[src/rtl/dtg_pkg.sv]
package dtg_pkg;

    localparam int WORD_W  = 32;
    localparam int HALF_W  = WORD_W / 2;
    localparam int REG_AW  = 3;
    localparam int NUM_TIM = (1 << REG_AW) - 1;
    localparam int NUM_AX  = 2;

    localparam int BIT_REQ = WORD_W - 1;
    localparam int BIT_RUN = WORD_W - 2;
    localparam int BIT_ERR = WORD_W - 3;

    typedef logic [HALF_W-1:0] cnt_t;
    typedef logic [WORD_W-1:0] word_t;

    typedef enum logic [REG_AW-1:0] {
        A_CTRL = 3'd0,
        A_HTOT = 3'd1,
        A_HBLK = 3'd2,
        A_HSYN = 3'd3,
        A_VTOT = 3'd4,
        A_VBLK = 3'd5,
        A_VSYN = 3'd6,
        A_SRC  = 3'd7
    } reg_addr_e;

    typedef struct packed {
        cnt_t act_m1;
        cnt_t tot_m1;
        cnt_t blk_s_m1;
        cnt_t blk_e_m1;
        cnt_t syn_s_m1;
        cnt_t syn_e_m1;
        cnt_t src_m1;
    } axis_cfg_t;

    typedef struct packed {
        logic act;
        logic blank;
        logic sync;
        logic src;
    } axis_flags_t;

    function automatic cnt_t lo_half(word_t w);
        return w[HALF_W-1:0];
    endfunction

    function automatic cnt_t hi_half(word_t w);
        return w[WORD_W-1:HALF_W];
    endfunction

    function automatic logic in_span(cnt_t c, cnt_t s_m1, cnt_t e_m1);
        return (c > s_m1) && (c <= e_m1);
    endfunction

endpackage

[src/rtl/dtg_regfile.sv]
module dtg_regfile
    import dtg_pkg::*;
(
    input  logic                 clk,
    input  logic                 rst,
    input  logic                 wr_en,
    input  logic [REG_AW-1:0]    wr_addr,
    input  word_t                wr_data,
    input  logic [REG_AW-1:0]    rd_addr,
    output word_t                rd_data,
    input  logic                 run_i,
    output logic                 req_o,
    output axis_cfg_t            hcfg_o,
    output axis_cfg_t            vcfg_o
);

    word_t tim_q [NUM_TIM];
    logic  req_q;
    logic  err_q;
    logic  locked;
    logic  tim_wr;

    assign locked = req_q | run_i;
    assign tim_wr = wr_en && (wr_addr != A_CTRL);

    always_ff @(posedge clk) begin
        if (rst) begin
            req_q <= 1'b0;
            err_q <= 1'b0;
            for (int i = 0; i < NUM_TIM; i++) tim_q[i] <= '0;
        end else if (wr_en) begin
            if (wr_addr == A_CTRL) begin
                req_q <= wr_data[BIT_REQ];
                if (wr_data[BIT_ERR]) err_q <= 1'b0;
            end else if (locked) begin
                err_q <= 1'b1;
            end else begin
                tim_q[REG_AW'(wr_addr - 1'b1)] <= wr_data;
            end
        end
    end

    always_comb begin
        rd_data = '0;
        if (rd_addr == A_CTRL) begin
            rd_data[BIT_REQ] = req_q;
            rd_data[BIT_RUN] = run_i;
            rd_data[BIT_ERR] = err_q;
        end else begin
            rd_data = tim_q[REG_AW'(rd_addr - 1'b1)];
        end
    end

    assign req_o = req_q;

    assign hcfg_o = '{
        act_m1:   lo_half(tim_q[A_HTOT-1]),
        tot_m1:   hi_half(tim_q[A_HTOT-1]),
        blk_s_m1: lo_half(tim_q[A_HBLK-1]),
        blk_e_m1: hi_half(tim_q[A_HBLK-1]),
        syn_s_m1: lo_half(tim_q[A_HSYN-1]),
        syn_e_m1: hi_half(tim_q[A_HSYN-1]),
        src_m1:   hi_half(tim_q[A_SRC-1])
    };

    assign vcfg_o = '{
        act_m1:   lo_half(tim_q[A_VTOT-1]),
        tot_m1:   hi_half(tim_q[A_VTOT-1]),
        blk_s_m1: lo_half(tim_q[A_VBLK-1]),
        blk_e_m1: hi_half(tim_q[A_VBLK-1]),
        syn_s_m1: lo_half(tim_q[A_VSYN-1]),
        syn_e_m1: hi_half(tim_q[A_VSYN-1]),
        src_m1:   lo_half(tim_q[A_SRC-1])
    };

    AST_BLOCKED_SETS_ERR: assert property (@(posedge clk) disable iff (rst)
        (tim_wr && locked) |=> err_q);

    AST_BLOCKED_KEEPS_HTOT: assert property (@(posedge clk) disable iff (rst)
        (wr_en && wr_addr == A_HTOT && locked) |=> (tim_q[A_HTOT-1] == $past(tim_q[A_HTOT-1])));

endmodule

[src/rtl/dtg_scan.sv]
module dtg_scan
    import dtg_pkg::*;
(
    input  logic clk,
    input  logic rst,
    input  logic req_i,
    input  cnt_t htot_m1,
    input  cnt_t vtot_m1,
    output logic run_o,
    output cnt_t hcnt_o,
    output cnt_t vcnt_o
);

    logic run_q;
    cnt_t h_q;
    cnt_t v_q;
    logic line_end;
    logic frame_end;

    assign line_end  = (h_q == htot_m1);
    assign frame_end = line_end && (v_q == vtot_m1);

    always_ff @(posedge clk) begin
        if (rst) begin
            run_q <= 1'b0;
            h_q   <= '0;
            v_q   <= '0;
        end else if (!run_q) begin
            run_q <= req_i;
            h_q   <= '0;
            v_q   <= '0;
        end else if (frame_end) begin
            h_q   <= '0;
            v_q   <= '0;
            run_q <= req_i;
        end else if (line_end) begin
            h_q <= '0;
            v_q <= v_q + 1'b1;
        end else begin
            h_q <= h_q + 1'b1;
        end
    end

    assign run_o  = run_q;
    assign hcnt_o = h_q;
    assign vcnt_o = v_q;

    AST_START_AT_ORIGIN: assert property (@(posedge clk) disable iff (rst)
        $rose(run_q) |-> (h_q == '0 && v_q == '0));

    AST_HWRAP: assert property (@(posedge clk) disable iff (rst)
        (run_q && h_q == htot_m1) |=> (h_q == '0));

    AST_STOP_AT_FRAME_END: assert property (@(posedge clk) disable iff (rst)
        $fell(run_q) |-> ($past(h_q) == htot_m1 && $past(v_q) == vtot_m1));

endmodule

[src/rtl/dtg_axis_dec.sv]
module dtg_axis_dec
    import dtg_pkg::*;
(
    input  cnt_t        cnt_i,
    input  axis_cfg_t   cfg_i,
    output axis_flags_t flags_o
);

    always_comb begin
        flags_o.act   = (cnt_i <= cfg_i.act_m1);
        flags_o.blank = in_span(cnt_i, cfg_i.blk_s_m1, cfg_i.blk_e_m1);
        flags_o.sync  = in_span(cnt_i, cfg_i.syn_s_m1, cfg_i.syn_e_m1);
        flags_o.src   = (cnt_i <= cfg_i.src_m1);
    end

endmodule

[src/rtl/dtg_top.sv]
module dtg_top
    import dtg_pkg::*;
#(
    parameter bit SYNC_ACTIVE_HIGH = 1'b1
) (
    input  logic              clk,
    input  logic              rst,
    input  logic              wr_en,
    input  logic [2:0]        wr_addr,
    input  logic [31:0]       wr_data,
    input  logic [2:0]        rd_addr,
    output logic [31:0]       rd_data,
    output logic              hsync_o,
    output logic              vsync_o,
    output logic              hblank_o,
    output logic              vblank_o,
    output logic              de_o,
    output logic              src_hit_o,
    output logic [15:0]       pix_x_o,
    output logic [15:0]       pix_y_o
);

    localparam logic SYNC_IDLE = !SYNC_ACTIVE_HIGH;

    axis_cfg_t   hcfg;
    axis_cfg_t   vcfg;
    axis_cfg_t   cfg_ax [NUM_AX];
    cnt_t        cnt_ax [NUM_AX];
    axis_flags_t fl_ax  [NUM_AX];
    logic        req;
    logic        run;
    cnt_t        hcnt;
    cnt_t        vcnt;

    dtg_regfile u_regs (
        .clk     (clk),
        .rst     (rst),
        .wr_en   (wr_en),
        .wr_addr (wr_addr),
        .wr_data (wr_data),
        .rd_addr (rd_addr),
        .rd_data (rd_data),
        .run_i   (run),
        .req_o   (req),
        .hcfg_o  (hcfg),
        .vcfg_o  (vcfg)
    );

    dtg_scan u_scan (
        .clk     (clk),
        .rst     (rst),
        .req_i   (req),
        .htot_m1 (hcfg.tot_m1),
        .vtot_m1 (vcfg.tot_m1),
        .run_o   (run),
        .hcnt_o  (hcnt),
        .vcnt_o  (vcnt)
    );

    assign cfg_ax[0] = hcfg;
    assign cfg_ax[1] = vcfg;
    assign cnt_ax[0] = hcnt;
    assign cnt_ax[1] = vcnt;

    for (genvar a = 0; a < NUM_AX; a++) begin : g_axis
        dtg_axis_dec u_dec (
            .cnt_i   (cnt_ax[a]),
            .cfg_i   (cfg_ax[a]),
            .flags_o (fl_ax[a])
        );
    end

    always_ff @(posedge clk) begin
        if (rst || !run) begin
            hsync_o   <= SYNC_IDLE;
            vsync_o   <= SYNC_IDLE;
            hblank_o  <= 1'b0;
            vblank_o  <= 1'b0;
            de_o      <= 1'b0;
            src_hit_o <= 1'b0;
            pix_x_o   <= '0;
            pix_y_o   <= '0;
        end else begin
            hsync_o   <= fl_ax[0].sync ^ SYNC_IDLE;
            vsync_o   <= fl_ax[1].sync ^ SYNC_IDLE;
            hblank_o  <= fl_ax[0].blank;
            vblank_o  <= fl_ax[1].blank;
            de_o      <= fl_ax[0].act && fl_ax[1].act;
            src_hit_o <= fl_ax[0].src && fl_ax[1].src;
            pix_x_o   <= hcnt;
            pix_y_o   <= vcnt;
        end
    end

    AST_QUIET_WHEN_STOPPED: assert property (@(posedge clk) disable iff (rst)
        !run |=> (!de_o && !hblank_o && !vblank_o && !src_hit_o && pix_x_o == '0 && pix_y_o == '0));

    AST_COORD_FOLLOWS_COUNT: assert property (@(posedge clk) disable iff (rst)
        run |=> (pix_x_o == $past(hcnt) && pix_y_o == $past(vcnt)));

endmodule

[config.mk]
export PLATFORM = sky130hd
export DESIGN_NAME = dtg_top
export DESIGN_NICKNAME = d
export VERILOG_FILES = /design/src/rtl/dtg_pkg.sv /design/src/rtl/dtg_regfile.sv /design/src/rtl/dtg_scan.sv /design/src/rtl/dtg_axis_dec.sv /design/src/rtl/dtg_top.sv
export SDC_FILE = /design/constraint.sdc
export NUM_CORES = 1
export LEC_CHECK = 0
export BUFFER_PORTS_ARGS = -buffer_cell sky130_fd_sc_hd__buf_2
export CAP_MARGIN = 20
export CORE_MARGIN = 5
export CORE_UTILIZATION = 40
export DETAILED_ROUTE_END_ITERATION = 8
export GPL_TIMING_DRIVEN = 0
export PLACE_DENSITY_LB_ADDON = 0.1
export SYNTH_ARGS = -nofsm -noshare
export SYNTH_HDL_FRONTEND = slang
export SYNTH_SLANG_ARGS = --single-unit
[constraint.sdc]
create_clock -name clk -period 7.9 [get_ports clk]
set_clock_uncertainty 0.2 [all_clocks]
set_input_delay 1.185 -clock clk [delete_from_list [all_inputs] [get_ports clk]]
set_output_delay 1.185 -clock clk [all_outputs]
set_load 0.03 [all_outputs]
==> results of run 1 <==
==> tightest hold or removal path: cells and delay by family, from the launching register on <==
kind	cells	cell delay, ns
compound gates	1	0.05
flops	1	0.32
simple gates	1	0.06
==> synth_stat cells, drive strengths merged, types with 24 or more instances <==
master | instances | share of area (%)
inv | 226 | 4.6
xnor2 | 41 | 1.9
mux4 | 64 | 7.8
nand4 | 66 | 2.2
a21o | 31 | 1.3
dfxtp | 105 | 11
buf | 33 | 0.95
ha | 198 | 13
and2 | 34 | 1.2
nand3 | 42 | 1.2
clkbuf | 31 | 0.64
xor2 | 24 | 1.1
edfxtp | 224 | 37
nor2 | 215 | 4.5
a21oi | 109 | 3.0
nand2 | 148 | 3.0
==> cell type report <==
| type | count | area [um^2] | area share [%] |
|---|---|---|---|
| tap | 600 | 751 | 3.54 |
| timing repair buffer | 115 | 667 | 3.15 |
| inverter | 226 | 848 | 4.00 |
| buffer | 64 | 293 | 1.38 |
| clock inverter | 13 | 101 | 0.478 |
| clock buffer | 61 | 1220 | 5.77 |
| multi-input combinational | 1108 | 8490 | 40.0 |
| sequential | 329 | 8830 | 41.6 |
==> worst min path at each step <==
stage,to,slack [ns],depth (start not counted)
2_1_floorplan,u_regs.tim_q[6][10]$_SDFFE_PP0P_,0.25,2
3_3_place_gp,u_regs.tim_q[6][14]$_SDFFE_PP0P_,0.26,2
3_5_place_dp,u_regs.tim_q[6][14]$_SDFFE_PP0P_,0.26,2
4_1_cts,u_regs.tim_q[6][14]$_SDFFE_PP0P_,0.27,2
5_1_grt,u_regs.tim_q[6][14]$_SDFFE_PP0P_,0.29,2
6_report,u_regs.tim_q[6][14]$_SDFFE_PP0P_,0.27,2
==> through the flow <==
| step | TNS (ns) | instance area [um^2] | hold WS [ns] |
|---|---|---|---|
| 2_1_floorplan | 0 | 18400 | 0.246 |
| 3_3_place_gp | -9.29 | 19700 | 0.265 |
| 3_5_place_dp | 0 | 19900 | 0.264 |
| 4_1_cts | 0 | 21200 | 0.272 |
| 5_1_grt | 0 | 21200 | 0.293 |
| 6_report | 0 | 21200 | 0.271 |
==> cell families (layout without fill, tap and decap cells) <==
logic type	count (synthesis)	in the layout
AND/OR/NAND/NOR	554	554
flip-flops	329	329
buffers and inverters	290	479
AO/OA/AOI/OAI	223	223
adder cells (fa/ha/maj)	198	198
multiplexers	68	68
XOR/XNOR	65	65
==> power breakdown <==
| group | switching [W] | leakage (nW) | internal [W] |
|---|---|---|---|
| clock network | 0.000756 | 0.665 | 0.00110 |
| logic | 0.000323 | 5.17 | 0.000163 |
| registers | 0.0000364 | 3.16 | 0.00190 |
| total | 0.00112 | 9.00 | 0.00316 |
==> per-layer routing <==
layer | up-vias | global-route usage, %
met2 | 457 | 40.4
met1 | 6770 | 33.2
li1 | 6435 | -
met5 | - | 0
met3 | 112 | 4.59
met4 | 0 | 9.21
==> registers in the layout, indices dropped and copies added (netlist names) <==
name,count
u_regs.err_q,1
vblank_o,1
u_scan.vcnt_o,16
pix_y_o,16
src_hit_o,1
u_regs.tim_q,256
hblank_o,1
hsync_o,1
vsync_o,1
pix_x_o,16
de_o,1
u_scan.run_o,1
u_regs.req_o,1
u_scan.hcnt_o,16
==> impl_metrics.csv, run 1 <==
group,metric,value,unit
yosys,synth_compound_area_share,7.46,%
placement,place_congestion,0.901,
setup_path,critPathBufInv,6,
clock_tree,cts.sinks,329,
yosys,postSynthCellCount,1727,
floorplanning,die_w,225,um
placement,dp_cells,2442,
setup_path,r2r_end,"u_scan.vcnt_o[10]$_SDFFE_PP0P_",
finish,final_cell_mix,"inv_1 (226), edfxtp_1 (224), nor2_1 (214)",
run_status,outcome,"completed",
sta,final_hold_viol_count,0,
clock_tree,path_clk_slew,0.05,ns
grt,track_usage,24.8,%
setup_path,path_depth,10,
setup_path,critPathMostFrequentCell,"buf_2",
setup_path,endpoint_kind,"primary output",
setup_path,cp-start-kind,"input pin",
sta,slew_violations,0,
route,ant_nets,0,
finish,layout-drive-gt1-share,14.8,%
floorplanning,coreArea,45500,um^2
min_path,hp-class,"reg2reg",
setup_path,setup.worst_path.end,"rd_data[0]",
placement,io_buffers,108,
grt,first_global_vias,14100,
grt,gr-total-overflow,0,
route,top_layer_used,"met4",
yosys,synthArstFlopShare,0,%
grt,grt_antenna_before_repair,0,
sta,slew_headroom,33.6,%
finish,num_antenna_cells,0,
power_and_ir_drop,vdd_drop_max,0.000168,V
job,drv_cap,0,
yosys,netlist_area,18400,um^2
power_and_ir_drop,total_power,0.00428,W
setup_path,worst_path_max_delay_cell,"clkbuf_1",
finish,stdcell_count,2516,
floorplanning,rows,78,
route,routed_via_density,5.47,
floorplanning,io_pins,111,
setup_path,cp_max_fo,10,
setup_path,crit_type,"in2out",
route,drt_iter0_drc,1050,
yosys,synth_ff_type,"edfxtp_1",
sta,fmax,0.162,GHz
yosys,synth_top_family_by_area,"simple AND/OR/NAND/NOR gates",
grt,grt_pass1_wl,91.9,mm
yosys,synth_seq_area_share,47.9,%
route,wl_per_cell,25.0,um
route,wl_met2,29.1,mm
finish,fill_cells,4372,
clock_tree,clockBufferDepth,3,
sta,layout_setup_ws,1.72,ns
yosys,synth_cell_types,42,
placement,place_ws,1.72,ns
yosys,yosysWarnings,0,
route,dr.pass1.iters,5,
setup_path,slowest_delay,0.58,ns
power_and_ir_drop,power_density,202,nW/um^2
floorplanning,fp.dieArea,50400,um^2
floorplanning,die_h,225,um
clock_tree,clockRootBuffer,"clkbuf_16",
setup_path,r2r_slack,4.61,ns
clock_tree,numCtsBuffers,40,
finish,area_delta_synth_final,15.1,%
yosys,yosys.area_share.adder,13.4,%
route,met1Wirelength,27.2,mm
route,vias,13800,
clock_tree,h-tree-depth,2,
clock_tree,holdBufCountCts,0,
setup_path,required,6.51,ns
yosys,synth.avg_cell_area,10.7,um^2
sta,tightestPinTransition,0.996,ns
clock_tree,clk_latency,0.57,ns
placement,dpl.hpwl,47.7,mm
yosys,synth_edf_count,224,
yosys,synthSimpleGateAreaFrac,13.8,%
clock_tree,ctsResizeCount,0,
power_and_ir_drop,leakage,9.00,nW
setup_path,crit_chain,"clkbuf_1, clkbuf_1, inv_1, ha_1, buf_2, buf_2, mux4_2, nand2_1, a21oi_1, buf_2",
finish,layout_commonest_cell,"inv_1",
finish,finalNetCount,2123,
yosys,synth-xor-area-share,3.09,%
sta,setup_viol,0,
grt,grt_start_max_net_pins,33,
sta,rsz0062_at_grt,"no",
setup_path,crit_arrival,4.79,ns
yosys,syn_nets,1966,
route,routed-wl-met3,4.18,mm
setup_path,reg2reg_from,"u_scan.hcnt_o[5]$_SDFF_PP0_",
finish,post-route-util,46.6,%
clock_tree,cts_tree,"yes",
sta,period_minus_slack,6.18,ns
route,drc,0,
floorplanning,start_util,40.5,%
yosys,synthMuxAreaShare,8.04,%
clock_tree,post_cts_buffers,0,
setup_path,r2r_cells,8,
min_path,hold_start,"u_regs.tim_q[6][14]$_SDFFE_PP0P_",
sta,period_share,78.2,%
setup_path,crit_family,"buffers and inverters",
yosys,synth_seq_cells,329,
route,drt_wl_total,63.0,mm
setup_path,cp-startpoint,"rd_addr[0]",
(Power assumes the default switching activity.)
==> run 2: changes to the inputs <==
==> constraint.sdc (replaced) <==
create_clock -name clk -period 5.1 [get_ports clk]
set_clock_uncertainty 0.2 [all_clocks]
set_input_delay 0.765 -clock clk [delete_from_list [all_inputs] [get_ports clk]]
set_output_delay 0.765 -clock clk [all_outputs]
set_load 0.03 [all_outputs]
==> run 2 against run 1 <==
Net effect:
- worst setup slack got worse by 1.4 ns
- via count shrank 0.56%
- total power up 51%
- flip-flop and latch count unchanged
- first-iteration DRC count rose by 12%
- highest routed layer is now met5
- critical endpoint unchanged
- count of clock-buffer cells in the layout down 3
==> impl_metrics.csv, run 2 (synthesis results as in run 1) <==
group,metric,value,unit
route,vias,13700,
placement,io_buffers,108,
power_and_ir_drop,vdd_drop_max,0.000223,V
placement,place_ws,-0.245,ns
setup_path,cp_max_fo,10,
grt,grt_start_max_net_pins,33,
grt,grt_pass1_wl,91.5,mm
floorplanning,rows,78,
clock_tree,post_cts_buffers,0,
grt,grt_antenna_before_repair,1,
route,drt_wl_total,63.0,mm
sta,tightestPinTransition,1.17,ns
route,routed_via_density,5.45,
clock_tree,holdBufCountCts,0,
sta,fin_tns_setup,0,ns
sta,period_share,94.0,%
clock_tree,path_clk_slew,0.06,ns
setup_path,crit_arrival,3.83,ns
finish,fill_cells,4376,
placement,dpl.hpwl,47.9,mm
finish,multi_input_area,8490,um^2
finish,layout-drive-gt1-share,14.5,%
clock_tree,clockRootBuffer,"clkbuf_16",
setup_path,crit_type,"in2out",
clock_tree,cts_tree,"yes",
finish,final_cell_mix,"inv_1 (226), edfxtp_1 (224), nor2_1 (214)",
route,dr.pass1.iters,5,
sta,final_hold_viol_count,0,
grt,track_usage,24.8,%
route,wl_per_cell,25.1,um
floorplanning,coreArea,45500,um^2
floorplanning,fp.dieArea,50400,um^2
finish,area_delta_synth_final,14.7,%
setup_path,required,4.14,ns
clock_tree,cts.sinks,329,
clock_tree,h-tree-depth,2,
floorplanning,start_util,40.5,%
placement,place_congestion,0.871,
floorplanning,die_w,225,um
finish,top_register,"u_regs.tim_q",
run_status,outcome,"completed",
sta,fmax,0.209,GHz
power_and_ir_drop,power_density,307,nW/um^2
finish,largest_reg_flops,256,
route,drt_iter0_drc,1171,
job,drv_cap,0,
min_path,hp-class,"in2reg",
clock_tree,clockBufferDepth,3,
grt,first_global_vias,13800,
finish,seqCellArea,8830,um^2
finish,num_antenna_cells,0,
sta,period_minus_slack,4.79,ns
grt,gr-total-overflow,0,
sta,rsz0062_at_grt,"no",
route,drc,0,
sta,slew_headroom,20.2,%
power_and_ir_drop,leakage,8.94,nW
sta,setup_viol,0,
floorplanning,io_pins,111,
setup_path,cp-start-kind,"input pin",
clock_tree,clk_latency,0.56,ns
clock_tree,numCtsBuffers,39,
sta,slew_violations,0,
finish,finalNetCount,2123,
floorplanning,die_h,225,um
route,ant_nets,0,
finish,layout_commonest_cell,"inv_1",
setup_path,endpoint_kind,"primary output",
sta,layout_setup_ws,0.308,ns
## run 2: cell types whose count changed in the layout (fill, tap and decap cells not counted), sizes merged
cell / delta
clkinv: -2
clkbuf: -3
inv: -1
dlymetal6s2s: +1
clkinvlp: +3
bufinv: -1
## run 2: worst paths after layout
path | depth (start not counted) | slack [ns] | startpoint | endpoint
min | 3 | 0.28 | wr_data[25] | u_regs.tim_q[6][25]$_SDFFE_PP0P_
max reg2reg | 6 | 1.64 | u_scan.hcnt_o[7]$_SDFF_PP0_ | hsync_o$_SDFF_PP0_
max | 10 | 0.31 | rd_addr[0] | rd_data[0]
min reg2reg | 2 | 0.28 | u_regs.tim_q[6][20]$_SDFFE_PP0P_ | u_regs.tim_q[6][20]$_SDFFE_PP0P_
## run 2: cell type report
cell class / instances / area share [%]
flip-flops and latches: 329 / 41.8
multi-input cells: 1108 / 40.2
clock buffers: 58 / 5.51
inverters: 226 / 4.02
well taps: 600 / 3.55
repair buffers: 116 / 3.23
plain buffers: 64 / 1.40
clock inverters: 12 / 0.314
## run 2: layer usage
layer  track usage (%)  vias to the layer above  part of all wire, %
met5                 0                        -                0.021
met4              7.37                        2                  2.9
li1                  -                     6417                    -
met1              34.1                     6719                   43
met3              4.24                       95                  6.8
met2              40.4                      464                   47
## run 2: what timing repair did
action,4_1_cts,5_1_grt
gates cloned,0,0
endpoints found under the setup margin,31,15
resized for setup,1,2
## run 2: metrics by stage
step | hold WS, ns | utilization [%] | area, um^2 | instances | power [W]
after CTS | 0.249 | 46.4 | 21100 | 2512 | 0.00653
after global placement | 0.266 | 43.4 | 19700 | 2435 | 0.00379
after global routing | 0.281 | 46.5 | 21100 | 2513 | 0.00671
after floorplan | 0.246 | - | 18400 | 1727 | 0.00350
after detailed placement | 0.272 | 43.7 | 19900 | 2442 | 0.00380
final | 0.276 | 46.5 | 21100 | 2513 | 0.00648
## run 2: where the power goes
part           switching, W  leakage (nW)  internal [W]  total (W)
logic              0.000505          5.19      0.000253   0.000758
clock network       0.00115         0.596       0.00158    0.00273
registers         0.0000538          3.16       0.00294    0.00299
## run 2: worst max-delay path, stage by stage
cell and delay, ns:
clkbuf_2 0.33, clkbuf_2 0.38, inv_1 0.12, ha_1 0.29, buf_2 0.29, buf_2 0.49
mux4_2 0.33, nand2_1 0.06, a21oi_1 0.46, buf_2 0.29
==> run 3: changes to the inputs <==
==> constraint.sdc (replaced) <==
create_clock -name clk -period 5.25 [get_ports clk]
set_clock_uncertainty 0.2 [all_clocks]
set_input_delay 0.7875 -clock clk [delete_from_list [all_inputs] [get_ports clk]]
set_output_delay 0.7875 -clock clk [all_outputs]
set_load 0.03 [all_outputs]
==> run 3 against run 2 <==
Net effect:
- non-clock buffer count fell by 1
- highest routed layer is now met4
- via count grew 0.61%
- design area grew 0.37%
- utilization rose by 0.17 points
- global-route usage is essentially flat
- sequential share of layout area shrank 0.15 points
- sequential power decreased by 3%
- worst setup slack improved by 0.076 ns
- first-iteration DRC count down 10%
- hold slack got worse by 0.0042 ns
- critical path type unchanged
- critical endpoint unchanged
==> impl_metrics.csv, run 3 (synthesis results as in run 1) <==
group,metric,value,unit
setup_path,r2r_slack,1.96,ns
run_status,outcome,"completed",
floorplanning,fp.dieArea,50400,um^2
finish,num_antenna_cells,0,
finish,layout_commonest_cell,"inv_1",
floorplanning,die_w,225,um
sta,period_minus_slack,4.87,ns
route,drt_iter0_drc,1052,
setup_path,required,4.26,ns
setup_path,path_depth,10,
power_and_ir_drop,swShare,26.1,%
min_path,hp-class,"reg2reg",
sta,layout_setup_ws,0.384,ns
grt,grtUsageMet3,4.59,%
sta,final_hold_viol_count,0,
finish,largest_reg_flops,256,
grt,grt_start_max_net_pins,33,
floorplanning,io_pins,111,
clock_tree,cts.sinks,329,
grt,use_met1,33.2,%
clock_tree,numCtsBuffers,40,
route,drt_wl_total,63.0,mm
grt,first_global_vias,14100,
clock_tree,cts_tree,"yes",
grt,grt_use_met2,40.4,%
placement,placed_area,19900,um^2
power_and_ir_drop,clkPwrFrac,43.4,%
power_and_ir_drop,seq_power_share,45.2,%
setup_path,endpoint_kind,"primary output",
setup_path,critPathMostFrequentCell,"buf_2",
grt,gr-total-overflow,0,
grt,track_usage,24.8,%
setup_path,reg2reg_from,"u_scan.hcnt_o[5]$_SDFF_PP0_",
placement,place_ws,-0.137,ns
sta,setup_viol,0,
finish,post-route-util,46.6,%
route,routed_via_density,5.48,
sta,period_share,92.7,%
finish,fill_cells,4373,
sta,fin_tns_setup,0,ns
sta,fmax,0.206,GHz
floorplanning,start_util,40.5,%
clock_tree,clockRootBuffer,"clkbuf_16",
finish,final_cell_mix,"inv_1 (226), edfxtp_1 (224), nor2_1 (214)",
finish,top_register,"u_regs.tim_q",
placement,dpl.hpwl,47.7,mm
finish,fin_area,21200,um^2
floorplanning,die_h,225,um
setup_path,r2r_cells,8,
sta,slew_headroom,33.7,%
clock_tree,clk_latency,0.57,ns
setup_path,r2r_end,"u_scan.vcnt_o[10]$_SDFFE_PP0P_",
route,drc,0,
placement,place_congestion,0.901,
setup_path,slowest_delay,0.48,ns
setup_path,crit_chain,"clkbuf_2, clkbuf_2, inv_1, ha_1, buf_2, buf_2, mux4_2, nand2_1, a21oi_1, buf_2",
finish,layout-drive-gt1-share,14.9,%
clock_tree,post_cts_buffers,0,
grt,grt-busiest-layer,"met2",
floorplanning,coreArea,45500,um^2
setup_path,crit_type,"in2out",
clock_tree,holdBufCountCts,0,
setup_path,crit_arrival,3.88,ns
placement,io_buffers,108,
power_and_ir_drop,power_density,304,nW/um^2
clock_tree,path_clk_slew,0.05,ns
grt,grt_antenna_before_repair,0,
sta,rsz0062_at_grt,"no",
finish,finalNetCount,2123,
setup_path,cp_max_fo,10,
min_path,whs_path_depth,2,
power_and_ir_drop,leakage,9.00,nW
sta,tightestPinTransition,0.995,ns
job,drv_cap,0,
clock_tree,clockBufferDepth,3,
setup_path,cp-start-kind,"input pin",
grt,grt_pass1_wl,91.9,mm
power_and_ir_drop,combPwrFrac,11.4,%
route,dr.pass1.iters,5,
route,wl_per_cell,25.0,um
power_and_ir_drop,p_sw,0.00168,W
setup_path,worst_path_max_delay_cell,"buf_2",
min_path,min_to,"u_regs.tim_q[6][14]$_SDFFE_PP0P_",
sta,slew_violations,0,
clock_tree,h-tree-depth,2,
setup_path,crit_family,"buffers and inverters",
route,ant_nets,0,
setup_path,critPathBufInv,6,
floorplanning,rows,78,
min_path,hold_start,"u_regs.tim_q[6][14]$_SDFFE_PP0P_",
route,vias,13800,
finish,area_delta_synth_final,15.1,%
power_and_ir_drop,vdd_drop_max,0.000252,V
power_and_ir_drop,p_int,0.00476,W
## run 3: worst min-delay path: cells and delay by family, from the launching register on
family	cells	cell delay, ns
compound gates	1	0.05
flops	1	0.32
simple gates	1	0.06
## run 3: final cells by class
type | count | area [um^2] | share of cell area [%]
plain buffers | 64 | 295 | 1.39
clock buffers | 61 | 1220 | 5.77
clock inverters | 13 | 101 | 0.478
inverters | 226 | 848 | 4.00
multi-input cells | 1108 | 8490 | 40.0
flip-flops and latches | 329 | 8830 | 41.6
well taps | 600 | 751 | 3.54
repair buffers | 115 | 667 | 3.15
## run 3: what timing repair did
item                       CTS  global route
pin swaps                    0             0
setup endpoints to repair   18             1
resized for setup            1             2
## run 3: power by group through the flow
stage	registers (W)	logic, W	clock network (W)
2_1_floorplan	0.00294	0.000463	0
3_3_place_gp	0.00297	0.000705	0
3_5_place_dp	0.00297	0.000727	0
4_1_cts	0.00291	0.000732	0.00284
5_1_grt	0.00292	0.000788	0.00295
6_report	0.00291	0.000732	0.00280
## run 3: per-layer routing
metal  vias up  part of all wire (%)
li1       6433                     -
met1      6773                    43
met2       462                    46
met3       112                   6.8
met4         0                   3.8
met5         -                     0
## run 3: per-stage QoR
stage                     cells  total power, W  hold WS (ns)
final                      2516         0.00644         0.271
after CTS                  2516         0.00648         0.248
after global routing       2516         0.00666         0.272
after detailed placement   2442         0.00369         0.264
after global placement     2435         0.00368         0.265
after floorplan            1727         0.00340         0.246
## run 3: how the worst max path moves through the flow
stage,startpoint,endpoint,slack (ns)
finish,rd_addr[0],rd_data[0],0.38
global route,rd_addr[0],rd_data[29],0.24
CTS,rd_addr[0],rd_data[0],0.15
detailed placement,rd_addr[0],rd_data[29],-0.14
global placement,wr_addr[0],u_regs.tim_q[5][11]$_DFFE_PP_,-2.55
floorplan,wr_addr[0],u_regs.tim_q[5][0]$_DFFE_PP_,0.13
